==> config.mk <==
export PLATFORM = sky130hd
export DESIGN_NAME = i2c_addr_matcher
export DESIGN_NICKNAME = d
export VERILOG_FILES = /design/src/rtl/i2c_am_pkg.sv /design/src/rtl/i2c_am_sync.sv /design/src/rtl/i2c_am_detect.sv /design/src/rtl/i2c_am_fsm.sv /design/src/rtl/i2c_addr_matcher.sv
export SDC_FILE = /design/constraint.sdc
export NUM_CORES = 1
export LEC_CHECK = 0
export BUFFER_PORTS_ARGS = -buffer_cell sky130_fd_sc_hd__buf_2
export CORE_ASPECT_RATIO = 0.75
export CORE_MARGIN = 8
export CORE_UTILIZATION = 40
export DETAILED_ROUTE_END_ITERATION = 8
export SYNTH_ARGS = -nofsm -noshare
export SYNTH_HDL_FRONTEND = slang
export SYNTH_SLANG_ARGS = --single-unit
==> constraint.sdc <==
create_clock -name clk -period 2 [get_ports clk]
set_clock_uncertainty 0.1 [all_clocks]
set_input_delay 0.2 -clock clk [delete_from_list [all_inputs] [get_ports clk]]
set_output_delay 0.2 -clock clk [all_outputs]
set_load 0.01 [all_outputs]
==> src/rtl/i2c_am_pkg.sv <==
// Package: shared types for the I2C slave address matcher.
// Assumes: nothing; types only.
package i2c_am_pkg;

    // Matcher sequencing states
    typedef enum logic [1:0] {
        ST_IGNORE = 2'd0,
        ST_ADDR   = 2'd1,
        ST_ACK    = 2'd2,
        ST_HOLD   = 2'd3
    } am_state_t;

    // Bus events found in the synchronised domain, each one cycle wide
    typedef struct packed {
        logic start;
        logic stop;
        logic scl_rise;
        logic scl_fall;
    } bus_evt_t;

endpackage

==> src/rtl/i2c_am_sync.sv <==
// Module: multi-stage synchroniser for a group of asynchronous lines.
// Assumes: inputs idle high (I2C pull-up), so the stages reset to 1.
module i2c_am_sync #(
    parameter int LINES  = 2,
    parameter int STAGES = 2
) (
    input  logic             clk,
    input  logic             rst_n,
    input  logic [LINES-1:0] din,
    output logic [LINES-1:0] dout
);

    for (genvar g = 0; g < LINES; g++) begin : g_line
        logic [STAGES-1:0] pipe;

        // Shift the raw level through the flop chain
        always_ff @(posedge clk) begin
            if (!rst_n) pipe <= '1;
            else        pipe <= {pipe[STAGES-2:0], din[g]};
        end

        assign dout[g] = pipe[STAGES-1];
    end

endmodule

==> src/rtl/i2c_am_detect.sv <==
// Module: finds START, STOP and SCL edges from synchronised SCL/SDA.
// Assumes: inputs are already synchronised; each level is held for
// at least two clocks so that every edge shows up exactly once.
module i2c_am_detect
    import i2c_am_pkg::*;
(
    input  logic     clk,
    input  logic     rst_n,
    input  logic     scl_s,
    input  logic     sda_s,
    output bus_evt_t evt
);

    logic scl_q;
    logic sda_q;

    // Keep the previous synchronised levels for edge detection
    always_ff @(posedge clk) begin
        if (!rst_n) begin
            scl_q <= 1'b1;
            sda_q <= 1'b1;
        end else begin
            scl_q <= scl_s;
            sda_q <= sda_s;
        end
    end

    // Classify edges; SDA edges count only while SCL stays high
    always_comb begin
        evt.start    = scl_s & scl_q & sda_q & ~sda_s;
        evt.stop     = scl_s & scl_q & ~sda_q & sda_s;
        evt.scl_rise = scl_s & ~scl_q;
        evt.scl_fall = ~scl_s & scl_q;
    end

endmodule

==> src/rtl/i2c_am_fsm.sv <==
// Module: address shifter, comparator, acknowledge driver and status flags.
// Assumes: evt comes from i2c_am_detect; START and STOP never coincide.
module i2c_am_fsm
    import i2c_am_pkg::*;
#(
    parameter int ADDR_W = 7
) (
    input  logic              clk,
    input  logic              rst_n,
    input  bus_evt_t          evt,
    input  logic              scl_lvl,
    input  logic              sda_lvl,
    input  logic [ADDR_W-1:0] own_addr,
    output logic              sda_pull_low,
    output logic              bus_busy,
    output logic              xmit_dir,
    output logic              addressed
);

    localparam int FRAME_W = ADDR_W + 1;
    localparam int CNT_W   = $clog2(FRAME_W + 1);
    localparam logic [CNT_W-1:0] LAST_CNT = CNT_W'(FRAME_W);

    am_state_t          state;
    logic [CNT_W-1:0]   bit_cnt;
    logic [FRAME_W-1:0] shreg;
    logic               hit;

    // Compare the address part of the received byte; bit 0 is the R/W bit
    assign hit = (shreg[FRAME_W-1:1] == own_addr);

    // Sequencing: STOP has priority, START restarts, then per-state work
    always_ff @(posedge clk) begin
        if (!rst_n) begin
            state        <= ST_IGNORE;
            bit_cnt      <= '0;
            shreg        <= '0;
            sda_pull_low <= 1'b0;
            bus_busy     <= 1'b0;
            xmit_dir     <= 1'b0;
            addressed    <= 1'b0;
        end else if (evt.stop) begin
            state        <= ST_IGNORE;
            sda_pull_low <= 1'b0;
            bus_busy     <= 1'b0;
            addressed    <= 1'b0;
        end else if (evt.start) begin
            state        <= ST_ADDR;
            bit_cnt      <= '0;
            shreg        <= '0;
            sda_pull_low <= 1'b0;
            bus_busy     <= 1'b1;
            xmit_dir     <= 1'b0;
        end else begin
            case (state)
                ST_ADDR: begin
                    if (evt.scl_rise && bit_cnt != LAST_CNT) begin
                        shreg   <= {shreg[FRAME_W-2:0], sda_lvl};
                        bit_cnt <= bit_cnt + 1'b1;
                    end else if (evt.scl_fall && bit_cnt == LAST_CNT) begin
                        if (hit) begin
                            state        <= ST_ACK;
                            sda_pull_low <= 1'b1;
                            addressed    <= 1'b1;
                        end else begin
                            state <= ST_IGNORE;
                        end
                    end
                end
                ST_ACK: begin
                    if (evt.scl_fall) begin
                        state        <= ST_HOLD;
                        sda_pull_low <= 1'b0;
                        xmit_dir     <= shreg[0];
                    end
                end
                default: begin
                end
            endcase
        end
    end

    // START leaves the bus busy with the direction cleared
    p_start_sets_busy_r1: assert property (@(posedge clk) disable iff (!rst_n)
        evt.start |=> (bus_busy && !xmit_dir));

    // STOP drops busy, addressed and the SDA pull
    p_stop_clears_r8: assert property (@(posedge clk) disable iff (!rst_n)
        evt.stop |=> (!bus_busy && !addressed && !sda_pull_low));

    // SDA is only pulled while addressed
    p_ack_needs_aas_r4: assert property (@(posedge clk) disable iff (!rst_n)
        sda_pull_low |-> addressed);

    // The acknowledge pull starts while SCL is low
    p_ack_starts_low_r4: assert property (@(posedge clk) disable iff (!rst_n)
        $rose(sda_pull_low) |-> !scl_lvl);

    // The direction is only set to transmit by a matched address
    p_trx_after_match_r6: assert property (@(posedge clk) disable iff (!rst_n)
        $rose(xmit_dir) |-> addressed);

    // The addressed flag lives inside a busy period
    p_aas_within_busy_r5: assert property (@(posedge clk) disable iff (!rst_n)
        addressed |-> bus_busy);

endmodule

==> src/rtl/i2c_addr_matcher.sv <==
// Module: top of the I2C slave address matcher.
// Synchronises SCL and SDA, finds bus events and runs the address match.
// Assumes: SCL is much slower than clk (each level held for several clocks).
module i2c_addr_matcher
    import i2c_am_pkg::*;
#(
    parameter int ADDR_W      = 7,
    parameter int SYNC_STAGES = 2
) (
    input  logic              clk,
    input  logic              rst_n,
    input  logic              scl_in,
    input  logic              sda_in,
    input  logic [ADDR_W-1:0] own_addr,
    output logic              sda_pull_low,
    output logic              bus_busy,
    output logic              xmit_dir,
    output logic              addressed
);

    logic [1:0] pins_s;
    bus_evt_t   evt;

    i2c_am_sync #(
        .LINES  (2),
        .STAGES (SYNC_STAGES)
    ) u_sync (
        .clk   (clk),
        .rst_n (rst_n),
        .din   ({scl_in, sda_in}),
        .dout  (pins_s)
    );

    i2c_am_detect u_detect (
        .clk   (clk),
        .rst_n (rst_n),
        .scl_s (pins_s[1]),
        .sda_s (pins_s[0]),
        .evt   (evt)
    );

    i2c_am_fsm #(
        .ADDR_W (ADDR_W)
    ) u_fsm (
        .clk          (clk),
        .rst_n        (rst_n),
        .evt          (evt),
        .scl_lvl      (pins_s[1]),
        .sda_lvl      (pins_s[0]),
        .own_addr     (own_addr),
        .sda_pull_low (sda_pull_low),
        .bus_busy     (bus_busy),
        .xmit_dir     (xmit_dir),
        .addressed    (addressed)
    );

    // No pull-down while the bus is idle
    p_idle_quiet_r9: assert property (@(posedge clk) disable iff (!rst_n)
        !bus_busy |-> (!sda_pull_low && !addressed));

endmodule

Yosys cells after proc, flatten, opt, wreduce, memory -nomap -nowiden
Cells that the tools add are included.

$add $sub $neg: 1. Equal/unequal tests: 12. Mux-type cells: 20. Bitwise gates (word level): 15. Reduce and logical (&&, ||, !) cells: 16.

Operators with widths (count): $mux 8 (3); $mux 4 (3); $reduce_and 5->1 (2); $reduce_bool 2->1 (5); $mux 1 (8); $mux 2 (4); $not 1->1 (8); $reduce_and 4->1 (2); $and 1x1->1 (7); $eq 7x7->1 (1); $ne 2x1->1 const B (3); $ne 3x2->1 const B (2); $reduce_and 3->1 (2); $add 4x1->4 const B (1); $eq 4x4->1 const B (1); $ne 4x4->1 const B (1); $pmux 2 s2 (1); $ne 3x3->1 const B (1); $reduce_bool 3->1 (1); $reduce_or 3->1 (1); $eq 2x1->1 const B (1); $eq 2x2->1 const B (1); $logic_and 1x1->1 (2); $ne 2x2->1 const B (1); other kinds (2) (2).

Bits in registers: 24. Input port bits: 11. Output and inout bits: 4. Word-level logic and storage cells: 76.

Longest topological paths before layout
Depth after elaboration: 7. Mapped depth: 7. Gate-level depth less buffers: 6.

Modules after synthesis
From an unflattened synthesis, not the netlist that was laid out.

Cells, all modules: 103. Area, all modules: 1033.5 µm².

By module, submodules not included: i2c_am_fsm (instances 1, cells an instance 85, area each 828.3 µm², seq. area each 360.3 µm²); i2c_am_sync (instances 1, cells an instance 10, area each 120.1 µm², seq. area each 80.1 µm²); i2c_am_detect (instances 1, cells an instance 8, area each 85.1 µm², seq. area each 40.0 µm²).

Worst setup path before layout
No wires, ideal clock.

Path type: flip-flop to flip-flop. Start point: register u_fsm.bit_cnt[0]. End point: register u_fsm.sda_pull_low. Library setup time: 0.058 ns. Arrival time: 1.297 ns. Required time: 1.842 ns. Path slack: 0.545 ns. Cell stages (with the launch flop): 7. Buffers on the path: 0. Clock period less this slack: 1.455 ns. Cells stage by stage: dfxtp_1 -> inv_1 -> ha_1 -> nand3b_4 -> nand4bb_4 -> nor4_4 -> o211a_1.

Longest elaborated chain between the ends: 4. Elaborated cells between the ends (all ways): 7. Those cells by class: eq/ne: 4; reduce/logical: 3.

Ends and longest elaborated chain: start: declaration (line i2c_am_fsm.sv:25) `logic [CNT_W-1:0] bit_cnt;`; start signal: assignment (line i2c_am_fsm.sv:59) `bit_cnt <= bit_cnt + 1'b1;`; $ne 4x4->1 or $eq 4x4->1 (tied branches) (line i2c_am_fsm.sv:57, i2c_am_fsm.sv:60); $logic_and 1x1->1, on equally long branches (line i2c_am_fsm.sv:57, i2c_am_fsm.sv:60); $ne 2x2->1 (no line) or $ne 2x1->1 (tied branches); $reduce_and 5->1 (no line) *; end signal: assignment (line i2c_am_fsm.sv:51) `sda_pull_low <= 1'b0;`; end signal: assignment (line i2c_am_fsm.sv:63) `sda_pull_low <= 1'b1;`; end signal: assignment (line i2c_am_fsm.sv:73) `sda_pull_low <= 1'b0;`; end: declaration (line i2c_am_fsm.sv:14) `output logic sda_pull_low,`.

Mark *: on every way between the ends. The rest lies on a longest branch, timed or not. A chain may end at the register's enable or synchronous reset.

Worst setup path in the final report
Ends and elaborated chain as after synthesis.

==> results.md <==
* Clk pin slew, worst setup/hold paths at 130 ps
* Leakage power of the design at 0.471 nW
* Worst-case reg-to-reg path depth at 6
* Pin slew with the least headroom to its limit at 414 ps
* Total power divided by cell area at 650 nW/um2
* Clock sinks at 24
* Origin of the critical flop-to-flop path: u_fsm.bit_cnt[0]
* Largest cells by area after synthesis: sky130_fd_sc_hd__dfxtp_1 45%, sky130_fd_sc_hd__xnor2_1 7.4%, sky130_fd_sc_hd__nand2_1 5.3%
* Horizontal extent of the die at 75.7 um
* Quantity of I/O buffers inserted on ports at 14
* Filler cell count at 261
* Cell area after synthesis at 1070 um2
* Worst reg2reg setup slack at 270 ps
* Routed wire length at 2010 um
* Top flip-flop cell by instance count after synthesis: sky130_fd_sc_hd__dfxtp_1
* RSZ-0062 raised after global routing: no
* Global-route wire length before repair at 3420 um
* Mapped Avg Cell Area at 9.99 um2
* Largest fanout on the critical path at 13
* Fraction of post-synthesis cell area in the top cell type by area at 45.0%
* Count of mapped cells out of synthesis at 107
* CTS H-tree lvls at 1
* Area of the core at 2580 um2
* Synth async-reset ratio at 0%
* Number of register bits inferred by synthesis at 24
* Setup TNS after final layout at 0 ps
* Cell types with the highest counts after synthesis: 24 x sky130_fd_sc_hd__dfxtp_1, 15 x sky130_fd_sc_hd__nand2_1, 9 x sky130_fd_sc_hd__nand4_1, 9 x sky130_fd_sc_hd__xnor2_1, 7 x sky130_fd_sc_hd__nand2b_1
* Number of library cell types mapped by synthesis at 30
* CTS Buffer Depth at 2
* Type of origin of the critical path: flip-flop
* Fraction of layout instances using a drive strength above 1 at 19.4%
* Global Route Usage Sum at 9.57%
* Period utilisation layout at 86.4%
* Die Outline Area at 4600 um2
* Hold Vio Cnt, Final at 0
* Initial detailed-routing violation count at 54
* Maximum clock rate at 579 MHz
* Final HPWL from detailed placement at 1500 um
* Reg-to-Reg End: u_fsm.sda_pull_low
* Cell at the root of the clock tree: sky130_fd_sc_hd__clkbuf_4
* Max-cap violations at 0
* Type of the worst setup path: flip-flop to flip-flop
* Outcome: finished clean
* Height of the die at 60.8 um
* Seq/Total Area, Yosys at 45.0%
* Count of nets left with antenna violations after detail routing at 0
* HP Class: input pin to flip-flop
* Number of slew-limit violations in the final report at 0
* YS warnings at 0
* Critical path capture point type: flip-flop
* Insertion delay of the later-clocked pin in the worst-skew pair at 310 ps
* # nets final at 138
* Data arrival time of the critical path at 1900 ps
* Largest net degree at the start of global routing at 19
* End of the worst hold path: u_sync.g_line[1].pipe[1]
* Row cnt at 16
* Number of antenna violations at the first check in global routing at 0
* Global placer's final weighted congestion at 0.765
* Post-Layout Cell Count at 160
* Diodes inserted at 0
* Detailed-route vias per instance at 4.99
* Via count at 798
* Placed cell count at 154
* Max-slew headroom at 72.2%
* Number of clock buffers inserted by TritonCTS at 3
* Worst hold stages at 2
* Final setup violation count at 0
* Synth area leader: sky130_fd_sc_hd__dfxtp_1
* Min-delay src: rst_n
* Drc violations at 0
* Via count of the first global-routing pass at 753
* TritonCTS clock tree: built
* Routed wirelength normalized by instance count at 12.6 um
* Min Tclk post-route at 1730 ps
* VDD IR max at 0.000308 V
* TritonRoute pass-1 iters at 4
* Overall overflow remaining after global route at 0
* Count of flip-flops with a built-in enable after synthesis at 0
* Most common cell in the synthesized netlist: sky130_fd_sc_hd__dfxtp_1
* Syn_nets at 120
* I/O pin count at 15
* Area growth syn-to-layout at 14.9%
* Starting Density at 41.4%
* Data required time of the worst path at 2170 ps
kinds of logic after synthesis:
group,Yosys count,synth area share (%)
AND/OR/NAND/NOR,45,27.6
flip-flops,24,45.0
AO/OA/AOI/OAI,17,12.2
XOR/XNOR,11,9.02
buffers and inverters,7,2.93
adder cells (fa/ha/maj),2,2.34
multiplexers,1,0.937
cell usage in the layout (no fill, tap or decap):
cell type,synthesis,routed
sky130_fd_sc_hd__dfxtp_1,24,24
sky130_fd_sc_hd__dlygate4sd3_1,0,2
sky130_fd_sc_hd__clkbuf_8,0,1
sky130_fd_sc_hd__xnor2_1,9,9
sky130_fd_sc_hd__nand4b_1,1,1
sky130_fd_sc_hd__and4bb_4,1,1
sky130_fd_sc_hd__mux2i_1,1,1
sky130_fd_sc_hd__buf_2,1,14
sky130_fd_sc_hd__buf_4,1,1
sky130_fd_sc_hd__o211a_1,1,1
sky130_fd_sc_hd__and2b_1,1,1
sky130_fd_sc_hd__o21ba_1,1,1
sky130_fd_sc_hd__a21boi_1,3,3
sky130_fd_sc_hd__inv_1,3,3
sky130_fd_sc_hd__o21a_1,2,2
sky130_fd_sc_hd__nand3b_4,1,1
sky130_fd_sc_hd__nand2b_1,7,7
sky130_fd_sc_hd__ha_1,2,2
sky130_fd_sc_hd__o21ai_0,1,1
sky130_fd_sc_hd__nand3b_1,1,1
sky130_fd_sc_hd__clkbuf_4,0,3
sky130_fd_sc_hd__nand4bb_4,1,1
sky130_fd_sc_hd__nand2_1,15,15
sky130_fd_sc_hd__nor2_1,4,4
sky130_fd_sc_hd__a21boi_2,1,1
sky130_fd_sc_hd__nor4_4,1,1
sky130_fd_sc_hd__a31oi_1,1,1
sky130_fd_sc_hd__a21boi_0,6,6
sky130_fd_sc_hd__xor2_1,2,2
sky130_fd_sc_hd__nand4_1,9,9
sky130_fd_sc_hd__a21oi_1,1,1
sky130_fd_sc_hd__nand3_1,3,3
where the power goes:
group	switching [mW]	internal, mW
clock	0.142	0.111
combinational	0.0268	0.0280
sequential	0.00507	0.485
total	0.174	0.624
per-stage QoR:
stage | util [%] | setup slack (ps) | power, mW | cell area (um2) | hold WS [ps]
3_3_place_gp | 45.3 | 407 | 0.552 | 1170 | 280
4_1_cts | 47.5 | 270 | 0.809 | 1230 | 95.2
6_report | 47.5 | 273 | 0.798 | 1230 | 99.1
5_1_grt | 47.5 | 181 | 0.836 | 1230 | 91.5
3_5_place_dp | 45.3 | 283 | 0.553 | 1170 | 284
2_1_floorplan | - | 545 | 0.532 | 1070 | 173
worst max-delay path by stage:
stage	cells past startpoint	start	to	slack, ps
2_1_floorplan	6	u_fsm.bit_cnt[0]	u_fsm.sda_pull_low	540
3_3_place_gp	6	u_fsm.bit_cnt[0]	u_fsm.sda_pull_low	410
3_5_place_dp	6	u_fsm.bit_cnt[0]	u_fsm.sda_pull_low	280
4_1_cts	6	u_fsm.bit_cnt[0]	u_fsm.sda_pull_low	270
5_1_grt	6	u_fsm.bit_cnt[0]	u_fsm.shreg[6]	180
6_report	6	u_fsm.bit_cnt[0]	u_fsm.sda_pull_low	270
worst max-delay path: stages, from the launching register on:
cell	delay, ps
sky130_fd_sc_hd__dfxtp_1	360
sky130_fd_sc_hd__inv_1	100
sky130_fd_sc_hd__ha_1	210
sky130_fd_sc_hd__nand3b_4	180
sky130_fd_sc_hd__nand4bb_4	300
sky130_fd_sc_hd__nor4_4	280
sky130_fd_sc_hd__o211a_1	170
registers in the layout, summed over array words and instances (netlist names):
| name | cells |
|---|---|
| u_detect.scl_q | 1 |
| u_detect.sda_q | 1 |
| u_fsm.addressed | 1 |
| u_fsm.bit_cnt | 4 |
| u_fsm.bus_busy | 1 |
| u_fsm.sda_pull_low | 1 |
| u_fsm.shreg | 8 |
| u_fsm.state | 2 |
| u_fsm.xmit_dir | 1 |
| u_sync.g_line.pipe | 4 |
layout make-up:
type	instances	area, um2	share of cell area, %
inverter	3	11.3	0.917
tap	36	45.0	3.67
sequential	24	480	39.1
clock buffer	4	36.3	2.96
timing repair buffer	17	97.6	7.95
multi-input combinational	76	557	45.4
timing repair:
action                    4_1_cts  5_1_grt
hold buffers                    2        0
buffers inserted                0        0
hold endpoints to repair        2        0
gates resized for setup         0        0
metal layers:
| metal | vias to the layer above | part of all wire (%) | GRT usage [%] |
|---|---|---|---|
| li1 | 407 | - | - |
| met1 | 378 | 49 | 11.6 |
| met2 | 11 | 46 | 16.0 |
| met3 | 2 | 4.7 | 3.47 |
| met4 | 0 | 0.50 | 1.63 |
| met5 | - | 0 | 0 |
(Power assumes the default switching activity.)
